$ cat src/rtl/cel_pkg.sv
package cel_pkg;
   typedef enum logic [4:0] {
      RC_OK          = 5'h00,
      RC_BAD_INPUT   = 5'h02,
      RC_UNSUPPORTED = 5'h03,
      RC_BUSY        = 5'h06
   } rc_e;

   typedef enum logic [1:0] {
      ST_IDLE   = 2'd0,
      ST_RESP   = 2'd1,
      ST_STREAM = 2'd2
   } ctl_state_e;

   localparam logic KIND_LIST = 1'b0;
   localparam logic KIND_READ = 1'b1;
endpackage

$ cat src/rtl/cel_scanner.sv
// Sweeps every opcode slot once after reset and appends supported ones.
module cel_scanner #(
   parameter int OP_W        = 16,
   parameter int EFF_W       = 16,
   parameter int MAX_ENTRIES = 16,
   parameter int CNT_W       = $clog2(MAX_ENTRIES + 1),
   parameter int ENTRY_W     = OP_W + EFF_W
) (
   input  logic                           clk,
   input  logic                           rst_n,
   output logic [OP_W-1:0]                tbl_addr,
   input  logic                           tbl_hit,
   input  logic [EFF_W-1:0]               tbl_effect,
   output logic                           scan_done,
   output logic [CNT_W-1:0]               entry_count,
   output logic [MAX_ENTRIES*ENTRY_W-1:0] log_flat
);
   logic [OP_W:0]    cursor_q;
   logic [CNT_W-1:0] count_q;
   logic             append;

   assign tbl_addr    = cursor_q[OP_W-1:0];
   assign scan_done   = cursor_q[OP_W];
   assign entry_count = count_q;
   assign append      = !cursor_q[OP_W] && tbl_hit && (count_q < CNT_W'(MAX_ENTRIES));

   always_ff @(posedge clk) begin
      if (!rst_n) begin
         cursor_q <= '0;
         count_q  <= '0;
      end else if (!cursor_q[OP_W]) begin
         cursor_q <= cursor_q + 1'b1;
         if (append) count_q <= count_q + 1'b1;
      end
   end

   // One register per log slot; the slot equal to the running count takes the write.
   for (genvar g = 0; g < MAX_ENTRIES; g++) begin : g_slot
      logic [ENTRY_W-1:0] word_q;
      always_ff @(posedge clk) begin
         if (!rst_n)
            word_q <= '0;
         else if (append && (count_q == CNT_W'(g)))
            word_q <= {tbl_effect, cursor_q[OP_W-1:0]};
      end
      assign log_flat[g*ENTRY_W +: ENTRY_W] = word_q;
   end
endmodule

$ cat src/rtl/cel_byte_sel.sv
// Picks one log byte by byte index; positions past the live entries read zero.
module cel_byte_sel #(
   parameter int MAX_ENTRIES = 16,
   parameter int ENTRY_W     = 32,
   parameter int LEN_W       = 16,
   parameter int CNT_W       = $clog2(MAX_ENTRIES + 1)
) (
   input  logic [MAX_ENTRIES*ENTRY_W-1:0] log_flat,
   input  logic [CNT_W-1:0]               entry_count,
   input  logic [LEN_W-1:0]               byte_idx,
   output logic [7:0]                     byte_out
);
   localparam int ENTRY_BYTES = ENTRY_W / 8;
   localparam int LOG_BYTES   = MAX_ENTRIES * ENTRY_BYTES;
   localparam int IDX_W       = $clog2(LOG_BYTES);

   logic [7:0]       bytes_a [LOG_BYTES];
   logic [LEN_W-1:0] live_bytes;

   for (genvar k = 0; k < LOG_BYTES; k++) begin : g_byte
      assign bytes_a[k] = log_flat[k*8 +: 8];
   end

   assign live_bytes = LEN_W'(entry_count) * LEN_W'(ENTRY_BYTES);

   always_comb begin
      if (byte_idx < live_bytes)
         byte_out = bytes_a[byte_idx[IDX_W-1:0]];
      else
         byte_out = 8'h00;
   end
endmodule

$ cat src/rtl/cel_req_ctrl.sv
// Accepts list/read requests, decides the return code, then streams bytes.
module cel_req_ctrl
   import cel_pkg::*;
#(
   parameter int                LEN_W         = 16,
   parameter int                ID_W          = 128,
   parameter logic [ID_W-1:0]   LOG_ID        = '0,
   parameter int                PAYLOAD_BYTES = 64,
   parameter int                ENTRY_BYTES   = 4,
   parameter int                CNT_W         = 5
) (
   input  logic             clk,
   input  logic             rst_n,
   input  logic             scan_done,
   input  logic [CNT_W-1:0] entry_count,
   input  logic             req_valid,
   output logic             req_ready,
   input  logic             req_kind,
   input  logic [ID_W-1:0]  req_id,
   input  logic [LEN_W-1:0] req_offset,
   input  logic [LEN_W-1:0] req_length,
   output logic             rsp_valid,
   output logic [4:0]       rsp_code,
   output logic [LEN_W-1:0] rsp_len,
   output logic             out_valid,
   output logic             out_last,
   output logic [LEN_W-1:0] rd_idx
);
   ctl_state_e       state_q;
   logic [4:0]       code_q;
   logic [LEN_W-1:0] len_q;
   logic [LEN_W-1:0] ptr_q;
   logic [LEN_W-1:0] remain_q;
   logic             accept;
   logic [LEN_W:0]   span_end;
   logic             in_bounds;
   logic [4:0]       code_d;
   logic [LEN_W-1:0] len_d;

   assign accept    = req_valid && (state_q == ST_IDLE);
   assign span_end  = {1'b0, req_offset} + {1'b0, req_length};
   assign in_bounds = span_end <= (LEN_W+1)'(PAYLOAD_BYTES);

   // Busy first, then bounds, then identifier.
   always_comb begin
      code_d = RC_OK;
      len_d  = '0;
      if (!scan_done) begin
         code_d = RC_BUSY;
      end else if (req_kind == KIND_LIST) begin
         len_d = LEN_W'(entry_count) * LEN_W'(ENTRY_BYTES);
      end else if (!in_bounds) begin
         code_d = RC_BAD_INPUT;
      end else if (req_id != LOG_ID) begin
         code_d = RC_UNSUPPORTED;
      end else begin
         len_d = req_length;
      end
   end

   always_ff @(posedge clk) begin
      if (!rst_n) begin
         state_q  <= ST_IDLE;
         code_q   <= RC_OK;
         len_q    <= '0;
         ptr_q    <= '0;
         remain_q <= '0;
      end else begin
         case (state_q)
            ST_IDLE: if (accept) begin
               state_q  <= ST_RESP;
               code_q   <= code_d;
               len_q    <= len_d;
               ptr_q    <= req_offset;
               remain_q <= (req_kind == KIND_READ) ? len_d : '0;
            end
            ST_RESP:
               state_q <= (remain_q != '0) ? ST_STREAM : ST_IDLE;
            ST_STREAM: begin
               ptr_q    <= ptr_q + 1'b1;
               remain_q <= remain_q - 1'b1;
               if (remain_q == LEN_W'(1)) state_q <= ST_IDLE;
            end
            default: state_q <= ST_IDLE;
         endcase
      end
   end

   assign req_ready = (state_q == ST_IDLE);
   assign rsp_valid = (state_q == ST_RESP);
   assign rsp_code  = code_q;
   assign rsp_len   = len_q;
   assign out_valid = (state_q == ST_STREAM);
   assign out_last  = (state_q == ST_STREAM) && (remain_q == LEN_W'(1));
   assign rd_idx    = ptr_q;
endmodule

$ cat src/rtl/cel_log_builder.sv
module cel_log_builder #(
   parameter int              OP_W          = 16,
   parameter int              EFF_W         = 16,
   parameter int              MAX_ENTRIES   = 16,
   parameter int              PAYLOAD_BYTES = 64,
   parameter int              LEN_W         = 16,
   parameter int              ID_W          = 128,
   parameter logic [ID_W-1:0] LOG_ID        = 128'h6c1f_3a9e_0b47_4d25_9e81_c2f0_57a6_d314
) (
   input  logic             clk,
   input  logic             rst_n,
   output logic [OP_W-1:0]  tbl_addr,
   input  logic             tbl_hit,
   input  logic [EFF_W-1:0] tbl_effect,
   input  logic             req_valid,
   output logic             req_ready,
   input  logic             req_kind,
   input  logic [ID_W-1:0]  req_id,
   input  logic [LEN_W-1:0] req_offset,
   input  logic [LEN_W-1:0] req_length,
   output logic             rsp_valid,
   output logic [4:0]       rsp_code,
   output logic [LEN_W-1:0] rsp_len,
   output logic             out_valid,
   output logic [7:0]       out_data,
   output logic             out_last
);
   localparam int ENTRY_W     = OP_W + EFF_W;
   localparam int ENTRY_BYTES = ENTRY_W / 8;
   localparam int LOG_BYTES   = MAX_ENTRIES * ENTRY_BYTES;
   localparam int CNT_W       = $clog2(MAX_ENTRIES + 1);

   if ((OP_W % 8) != 0 || (EFF_W % 8) != 0) begin : g_chk_bytes
      $error("opcode and effect widths must be whole bytes");
   end
   if (MAX_ENTRIES < 2) begin : g_chk_depth
      $error("log needs at least two entries");
   end
   if (PAYLOAD_BYTES >= (1 << LEN_W) || LOG_BYTES >= (1 << LEN_W)) begin : g_chk_len
      $error("LEN_W too narrow for the buffer or log");
   end

   logic                           scan_done;
   logic [CNT_W-1:0]               entry_count;
   logic [MAX_ENTRIES*ENTRY_W-1:0] log_flat;
   logic [LEN_W-1:0]               rd_idx;

   cel_scanner #(
      .OP_W(OP_W), .EFF_W(EFF_W), .MAX_ENTRIES(MAX_ENTRIES),
      .CNT_W(CNT_W), .ENTRY_W(ENTRY_W)
   ) u_scan (
      .clk(clk), .rst_n(rst_n),
      .tbl_addr(tbl_addr), .tbl_hit(tbl_hit), .tbl_effect(tbl_effect),
      .scan_done(scan_done), .entry_count(entry_count), .log_flat(log_flat)
   );

   cel_req_ctrl #(
      .LEN_W(LEN_W), .ID_W(ID_W), .LOG_ID(LOG_ID),
      .PAYLOAD_BYTES(PAYLOAD_BYTES), .ENTRY_BYTES(ENTRY_BYTES), .CNT_W(CNT_W)
   ) u_ctl (
      .clk(clk), .rst_n(rst_n),
      .scan_done(scan_done), .entry_count(entry_count),
      .req_valid(req_valid), .req_ready(req_ready), .req_kind(req_kind),
      .req_id(req_id), .req_offset(req_offset), .req_length(req_length),
      .rsp_valid(rsp_valid), .rsp_code(rsp_code), .rsp_len(rsp_len),
      .out_valid(out_valid), .out_last(out_last), .rd_idx(rd_idx)
   );

   cel_byte_sel #(
      .MAX_ENTRIES(MAX_ENTRIES), .ENTRY_W(ENTRY_W), .LEN_W(LEN_W), .CNT_W(CNT_W)
   ) u_sel (
      .log_flat(log_flat), .entry_count(entry_count),
      .byte_idx(rd_idx), .byte_out(out_data)
   );
endmodule

$ cat config.mk
export PLATFORM = sky130hd
export DESIGN_NAME = cel_log_builder
export DESIGN_NICKNAME = d
export VERILOG_FILES = /design/src/rtl/cel_pkg.sv /design/src/rtl/cel_scanner.sv /design/src/rtl/cel_byte_sel.sv /design/src/rtl/cel_req_ctrl.sv /design/src/rtl/cel_log_builder.sv
export SDC_FILE = /design/constraint.sdc
export NUM_CORES = 2
export LEC_CHECK = 0
export ABC_AREA = 1
export BUFFER_PORTS_ARGS = -buffer_cell sky130_fd_sc_hd__buf_4
export CAP_MARGIN = 5
export CELL_PAD_IN_SITES_DETAIL_PLACEMENT = 0
export CELL_PAD_IN_SITES_GLOBAL_PLACEMENT = 1
export CORE_MARGIN = 5
export CORE_UTILIZATION = 43
export CTS_CLUSTER_DIAMETER = 60
export DETAILED_ROUTE_END_ITERATION = 16
export GPL_TIMING_DRIVEN = 0
export PLACE_DENSITY = 0.86
export SLEW_MARGIN = 15
export SYNTH_ARGS = -nofsm -noshare
export SYNTH_HDL_FRONTEND = slang
export SYNTH_SLANG_ARGS = --single-unit
export TNS_END_PERCENT = 50
$ cat constraint.sdc
create_clock -name clk -period 2.9 [get_ports clk]
set_input_delay 0.435 -clock clk [delete_from_list [all_inputs] [get_ports clk]]
set_output_delay 0.435 -clock clk [all_outputs]
set_load 0.01 [all_outputs]
Word-level counts from Yosys, hierarchy flattened
Index checks and enable logic that the tools add are counted.
{"block": "word_totals", "in_bits": 181, "wordCells": 107, "out_inout_bits": 49, "reg_bits": 589}
{"block": "classes", "n_mux": 22, "n_reduce_logical": 29, "n_eq_ne": 21, "bitwise_logic": 2, "add_sub_neg": 5, "n_lt_le_gt_ge": 4}
{"op": "$ne A128 B127 Y1 const B", "n": 1}
{"op": "$mux W16", "n": 7}
{"op": "$pmux W16 S2", "n": 2}
{"op": "$bmux W8 S6", "n": 1}
{"op": "$eq A5 B4 Y1 const B", "n": 8}
{"op": "$mux W8", "n": 3}
{"op": "$eq A5 B3 Y1 const B", "n": 4}
{"op": "$logic_and A1 B1 Y1", "n": 20}
{"op": "$add A16 B16 Y17", "n": 1}
{"op": "$add A17 B1 Y17 const B", "n": 1}
{"op": "$le A17 B7 Y1 const B", "n": 1}
{"op": "$mux W17", "n": 1}
{"op": "$add A16 B1 Y16 const B", "n": 1}
{"op": "$eq A16 B1 Y1 const B", "n": 1}
{"op": "$lt A16 B7 Y1", "n": 1}
{"op": "$reduce_bool A16 Y1", "n": 1}
{"op": "$sub A16 B1 Y16 const B", "n": 1}
{"op": "$mux W5", "n": 3}
{"op": "$eq A5 B2 Y1 const B", "n": 2}
{"op": "$mux W2", "n": 4}
{"op": "$reduce_and A2 Y1", "n": 4}
{"op": "$ge A7 B7 Y1 const B", "n": 1}
{"op": "$not A6 Y7", "n": 1}
{"op": "$pmux W2 S3", "n": 1}
{"op": "11 further kinds", "n": 12}

Longest topological paths before layout
{"block": "depth", "word_depth": 8, "ltp_mapped": 19, "mapped_depth_nobuf": 19}

Cells and area by module
From an unflattened synthesis, not the netlist that was laid out.
{"block": "hier_totals", "cells_unflattened": 4724, "area_unflattened_um2": 29980.0}
{"module": "cel_scanner", "n_inst": 1, "area_each_um2": 18931.9, "cells_each": 2459}
{"module": "cel_byte_sel", "n_inst": 1, "area_each_um2": 6523.8, "cells_each": 1491}
{"module": "cel_req_ctrl", "n_inst": 1, "area_each_um2": 4524.3, "cells_each": 774}

Least setup slack after synthesis
Ideal clock, no wire load.
{"block": "synth_timing", "path_type": "input to register", "startpoint": "input req_offset[0]", "endpoint": "register u_ctl.remain_q[10]", "required_ns": 2.832, "setup_slack_ns": 0.453, "t_arrival_ns": 2.378, "cell_stages": 16, "setup_time_ns": 0.068, "path_cell_list": "ha_1 -> fa_1 -> nand3_1 -> nand3_2 -> nand2_1 -> nand2_1 -> a21oi_1 -> nand2_1 -> nor2_1 -> nand2_1 -> nor2_2 -> nand3_4 -> buf_6 -> o21ai_1 -> nand2_1 -> a21oi_2"}
{"block": "synth_via", "elab_chain_cells": 8}
{"element": "from (decl)", "line": "cel_log_builder.sv:19", "source": "input logic [LEN_W-1:0] req_offset,"}
{"element": "$add A16 B16 Y17", "line": "cel_req_ctrl.sv:41", "source": "assign span_end = {1'b0, req_offset} + {1'b0, req_length};"}
{"element": "$le A17 B7 Y1", "line": "cel_req_ctrl.sv:42", "source": "assign in_bounds = span_end <= (LEN_W+1)'(PAYLOAD_BYTES);"}
{"element": "$mux W16", "line": "cel_req_ctrl.sv:52", "source": "end else if (!in_bounds) begin"}
{"element": "$mux W16", "line": "cel_req_ctrl.sv:50", "source": "end else if (req_kind == KIND_LIST) begin"}
{"element": "$mux W16", "line": "cel_req_ctrl.sv:48", "source": "if (!scan_done) begin"}
{"element": "$mux W16", "line": "cel_req_ctrl.sv:75", "source": "remain_q <= (req_kind == KIND_READ) ? len_d : '0;"}
{"element": "$mux W16", "line": "cel_req_ctrl.sv:70", "source": "ST_IDLE: if (accept) begin"}
{"element": "$pmux W16 S2", "line": "cel_req_ctrl.sv:69", "source": "case (state_q)"}
{"element": "to (signal assigned)", "line": "cel_req_ctrl.sv:75"}
{"element": "to (signal assigned)", "line": "cel_req_ctrl.sv:81", "source": "remain_q <= remain_q - 1'b1;"}
{"element": "to (decl)", "line": "cel_req_ctrl.sv:33", "source": "logic [LEN_W-1:0] remain_q;"}
Every way passes these cells. The select of a mux whose other input is x is not followed.
A chain may end at the register's enable or synchronous reset.

Final worst setup path
{"block": "layout_timing", "startpoint": "register u_ctl.ptr_q[0] (netlist: u_ctl.rd_idx[0])", "endpoint": "output out_data[3]"}
{"block": "layout_via", "elab_chain_cells": 5, "word_cells_on_any_way": 6, "classes_between": "order compare (1); mux (4); bitwise (1)"}
{"element": "from (decl)", "line": "cel_req_ctrl.sv:32", "source": "logic [LEN_W-1:0] ptr_q;"}
{"element": "from (signal assigned)", "line": "cel_req_ctrl.sv:74", "source": "ptr_q <= req_offset;"}
{"element": "from (signal assigned)", "line": "cel_req_ctrl.sv:80", "source": "ptr_q <= ptr_q + 1'b1;"}
{"element": "$not A6 Y7 (not written as such)", "line": "cel_byte_sel.sv:28", "source": "byte_out = bytes_a[byte_idx[IDX_W-1:0]];"}
{"element": "$bmux W8 S6", "line": "cel_byte_sel.sv:28"}
{"element": "$mux W8 (not written as such) (2 in series)", "line": "cel_byte_sel.sv:28"}
{"element": "$mux W8 *", "line": "cel_byte_sel.sv:27", "source": "if (byte_idx < live_bytes)"}
{"element": "to (decl)", "line": "cel_log_builder.sv:25", "source": "output logic [7:0] out_data,"}
Every way passes the cells marked *; elsewhere a longest branch is shown, timed or not. The select of a mux whose other input is x is not followed.

==> metrics.md <==
| Metric | Value |
|---|---|
| CTS tree | `yes` |
| Area grow syn2layout | `23.65%` |
| Crit path launch | `u_ctl.rd_idx[0]` |
| Syn_area_per_cell | `between 6 and 7 sq um` |
| Grt met2 use | `0.5902` |
| HP Class | `in -> reg` |
| Final worst setup slack | `-0.6831 ns` |
| Post-Synth Adder-Cell Area | `0.01407` |
| Initial core utilization | `0.4328` |
| Pwr dens | `between 600 and 700 nW/um^2` |
| Crit path max fanout | `10` |
| Top FF cell, synth | `dfxtp_1` |
| Ys async rst share | `0` |
| Vias per inst | `between 6 and 7` |
| Tmin final | `3.583 ns` |
| Max cap viols | `0` |
| Place WS | `-1.337 ns` |
| Num CTS Buffers | `66` |
| H-tree depth | `3` |
| Synth warnings | `0` |
| Detail Placement HPWL | `around 98,000 um` |
| FF-to-FF path depth | `10` |
| Largest net degree at the start of global routing | `15` |
| Vias | `~31,000` |
| Die H | `around 260 um` |
| Routed length per instance | `27.96 um` |
| RSZ-0062 raised after global routing | `true` |
| Crit path launch type | `flip-flop` |
| Final Setup Violations | `35` |
| Die Footprint | `68,400 sq um` |
| Iter 0 DRT Violations | `about 5,000` |
| Core area | `approximately 63,000 sq um` |
| Final Cycle Share | `1.236` |
| Most frequent cells in the layout | `683 x nor2_1, 597 x o21ai_0, 595 x nand2_1` |
| I/O Buffers | `218` |
| Die width | `roughly 260 um` |
| Clk buf depth | `3` |
| Status | `finished, violations left` |
| Reg2Reg Setup Slack | `-0.04 ns` |
| Gr usage total | `0.3996` |
| Reg2reg start | `u_scan.cursor_q[16]` |
| Sequential fraction of the synthesis area | `0.4320` |
| Worst Path Arrival | `3.15 ns` |
| Max Fclk | `~280 MHz` |
| Total clock sinks | `just under 600` |
| LEAKAGE | `13.93 nW` |
| Worst-path clk slew | `0.06 ns` |
| Global routing's busiest layer | `met2` |
| Mapped Area | `around 27,000 sq um` |
| # DRC | `0` |
| First drt pass iteration count | `9` |
| Slew HR | `0.09265` |
| Xor and xnor area share after synthesis | `0.005473` |
| Cells after synthesis | `between 3,000 and 4,000` |
| Mux contribution to synthesized area | `0` |
| Initial antenna violation count | `4` |
| Global route overflow | `0` |
| Synth Area in Compound Gates | `0.2589` |
| IO Count | `230` |
| Final #Nets | `about 4,400` |
| Number of routed nets with antenna violations | `0` |
| GRT met3 Usage | `0.1334` |
| RD Place Congestion | `1.081` |
| Skew final | `~0.026 ns` |
| Met1 global-route usage | `0.4965` |
| Worst-skew pair later-pin latency | `between 0.6 and 0.7 ns` |
| Root Buffer Master | `clkbuf_16` |
| Setup TNS Final | `-5.690 ns` |
| Worst VDD drop | `approximately 0.34 mV` |
| EDFF count, synth | `0` |
| Row count | `92` |
| Worst r2r dst | `u_scan.g_slot[13].word_q[24]` |
| Number of synthesized register bits | `approximately 600` |
| Share of cells above drive strength 1 | `0.1371` |
| Number of global-route vias before repair | `about 29,000` |
| Commonest non-fill, non-tap cell in the layout | `nor2_1` |
| Final hold vios | `0` |
| Synth unique cells | `51` |
| First-pass GRT wire length | `approximately 200,000 um` |
| Final Slew Violations | `0` |
| Setup crit end | `out_data[3]` |
| Least-Margin Pin Slew | `1.361 ns` |
| Setup crit end kind | `primary output` |
| Failing checks | `negative setup slack` |
| Main combinational cell family by area after synthesis | `compound AO/OA/AOI/OAI gates` |
| WL final | `roughly 140,000 um` |
| Worst EP required | `2.47 ns` |
| Crit Path Class | `reg -> out` |
| Synth Area in Simple Gates | `0.2149` |
metrics by stage:
step | hold WS, ns | utilization | total power [mW] | std cells | cell area (sq um)
after floorplan | 0.4244 | - | 10.46 | 3908 | 27210
after global placement | 0.4332 | 0.4758 | 12.36 | 4972 | 29900
after detailed placement | 0.4425 | 0.4763 | 12.36 | 4973 | 29930
after CTS | 0.1214 | 0.5300 | 21.71 | 5099 | 33310
after global routing | 0.1467 | 0.5351 | 22.51 | 5106 | 33630
final | 0.1343 | 0.5352 | 22.19 | 5110 | 33640
repair_timing:
item,4_1_cts,5_1_grt
hold buffers,0,0
pin swaps,25,26
gates cloned,2,1
gates resized for setup,308,76
buffers inserted,9,5
endpoints found under the setup margin,9,56
per-layer routing:
| layer | part of all wire | vias up |
|---|---|---|
| met4 | 0.086 | 6 |
| met5 | 0.00027 | - |
| met3 | 0.14 | 615 |
| li1 | - | 13784 |
| met1 | 0.36 | 14549 |
| met2 | 0.41 | 2415 |
kinds of logic (layout without fill, tap and decap cells):
group,Yosys count,count (layout)
and+or+nand+nor,1465,1465
AOI/OAI and AO/OA,1289,1289
DFF,587,587
buffers and inverters,518,869
adders and majority gates,30,30
xor gates and xnor gates,17,17
other,1,7
worst min path at each step:
stage | startpoint | endpoint | slack, ns | depth (start not counted)
6_report | req_length[12] | u_ctl.rsp_len[12] | 0.13 | 3
5_1_grt | req_length[12] | u_ctl.rsp_len[12] | 0.15 | 3
4_1_cts | req_length[12] | u_ctl.rsp_len[12] | 0.12 | 3
3_5_place_dp | u_scan.g_slot[15].word_q[20] | u_scan.g_slot[15].word_q[20] | 0.44 | 2
3_3_place_gp | u_scan.g_slot[15].word_q[20] | u_scan.g_slot[15].word_q[20] | 0.43 | 2
2_1_floorplan | u_scan.g_slot[15].word_q[17] | u_scan.g_slot[15].word_q[17] | 0.42 | 2
flip-flops by register name, indices dropped and copies added, names as in the netlist:
signal                cells
u_ctl.rsp_len            16
u_scan.cursor_q          17
u_ctl.state_q             2
u_scan.entry_count        5
u_ctl.remain_q           16
u_ctl.rsp_code            3
u_ctl.rd_idx             16
u_scan.g_slot.word_q    512
cells in the mapped netlist, drive strengths merged (10+ instances only):
| library cell | count | area, sq um |
|---|---|---|
| xor2 | 11 | 96.34 |
| ha | 29 | 362.9 |
| clkinv | 26 | 97.59 |
| buf | 83 | 395.4 |
| nand4 | 33 | 206.5 |
| dfxtp | 587 | 11750 |
| inv | 167 | 626.9 |
| nor3 | 16 | 90.09 |
| o22ai | 10 | 62.56 |
| a32o | 33 | 330.3 |
| o311ai | 17 | 148.9 |
| nand2 | 610 | 2297 |
| a31oi | 14 | 87.58 |
| a21oi | 501 | 2526 |
| o211ai | 17 | 127.6 |
| nor2 | 687 | 2584 |
| nor4 | 16 | 100.1 |
| o2111ai | 11 | 96.34 |
| o21ai | 606 | 3033 |
| nand3 | 88 | 463.0 |
| o31ai | 21 | 157.7 |
| a22oi | 32 | 240.2 |
| clkbuf | 242 | 908.4 |
report_power, final:
part	switching, mW	internal (mW)
clock network	3.72	5.41
logic	3.24	1.42
registers	0.154	8.25
worst max-delay path, stage by stage, from the launching register on:
cell and delay [ns]:
dfxtp_4 0.37, buf_12 0.15, clkinv_8 0.06, buf_4 0.22, buf_8 0.24, nand2_1 0.09
a32o_1 0.21, o211ai_1 0.54, a21oi_2 0.15, a21oi_4 0.32, buf_6 0.15
area by class of cell:
type | count | area, sq um
Timing Repair Buffer | 236 | 1847
Clock buffer | 91 | 1899
Clock inverter | 24 | 391.6
Fill cell | 6316 | 29210
Tap cell | 846 | 1059
Sequential cell | 587 | 11760
Antenna cell | 5 | 12.51
Buffer | 325 | 2051
Multi-Input combinational cell | 2803 | 13880
Inverter | 193 | 740.7
Note: power is estimated with default switching activity, not from simulation.
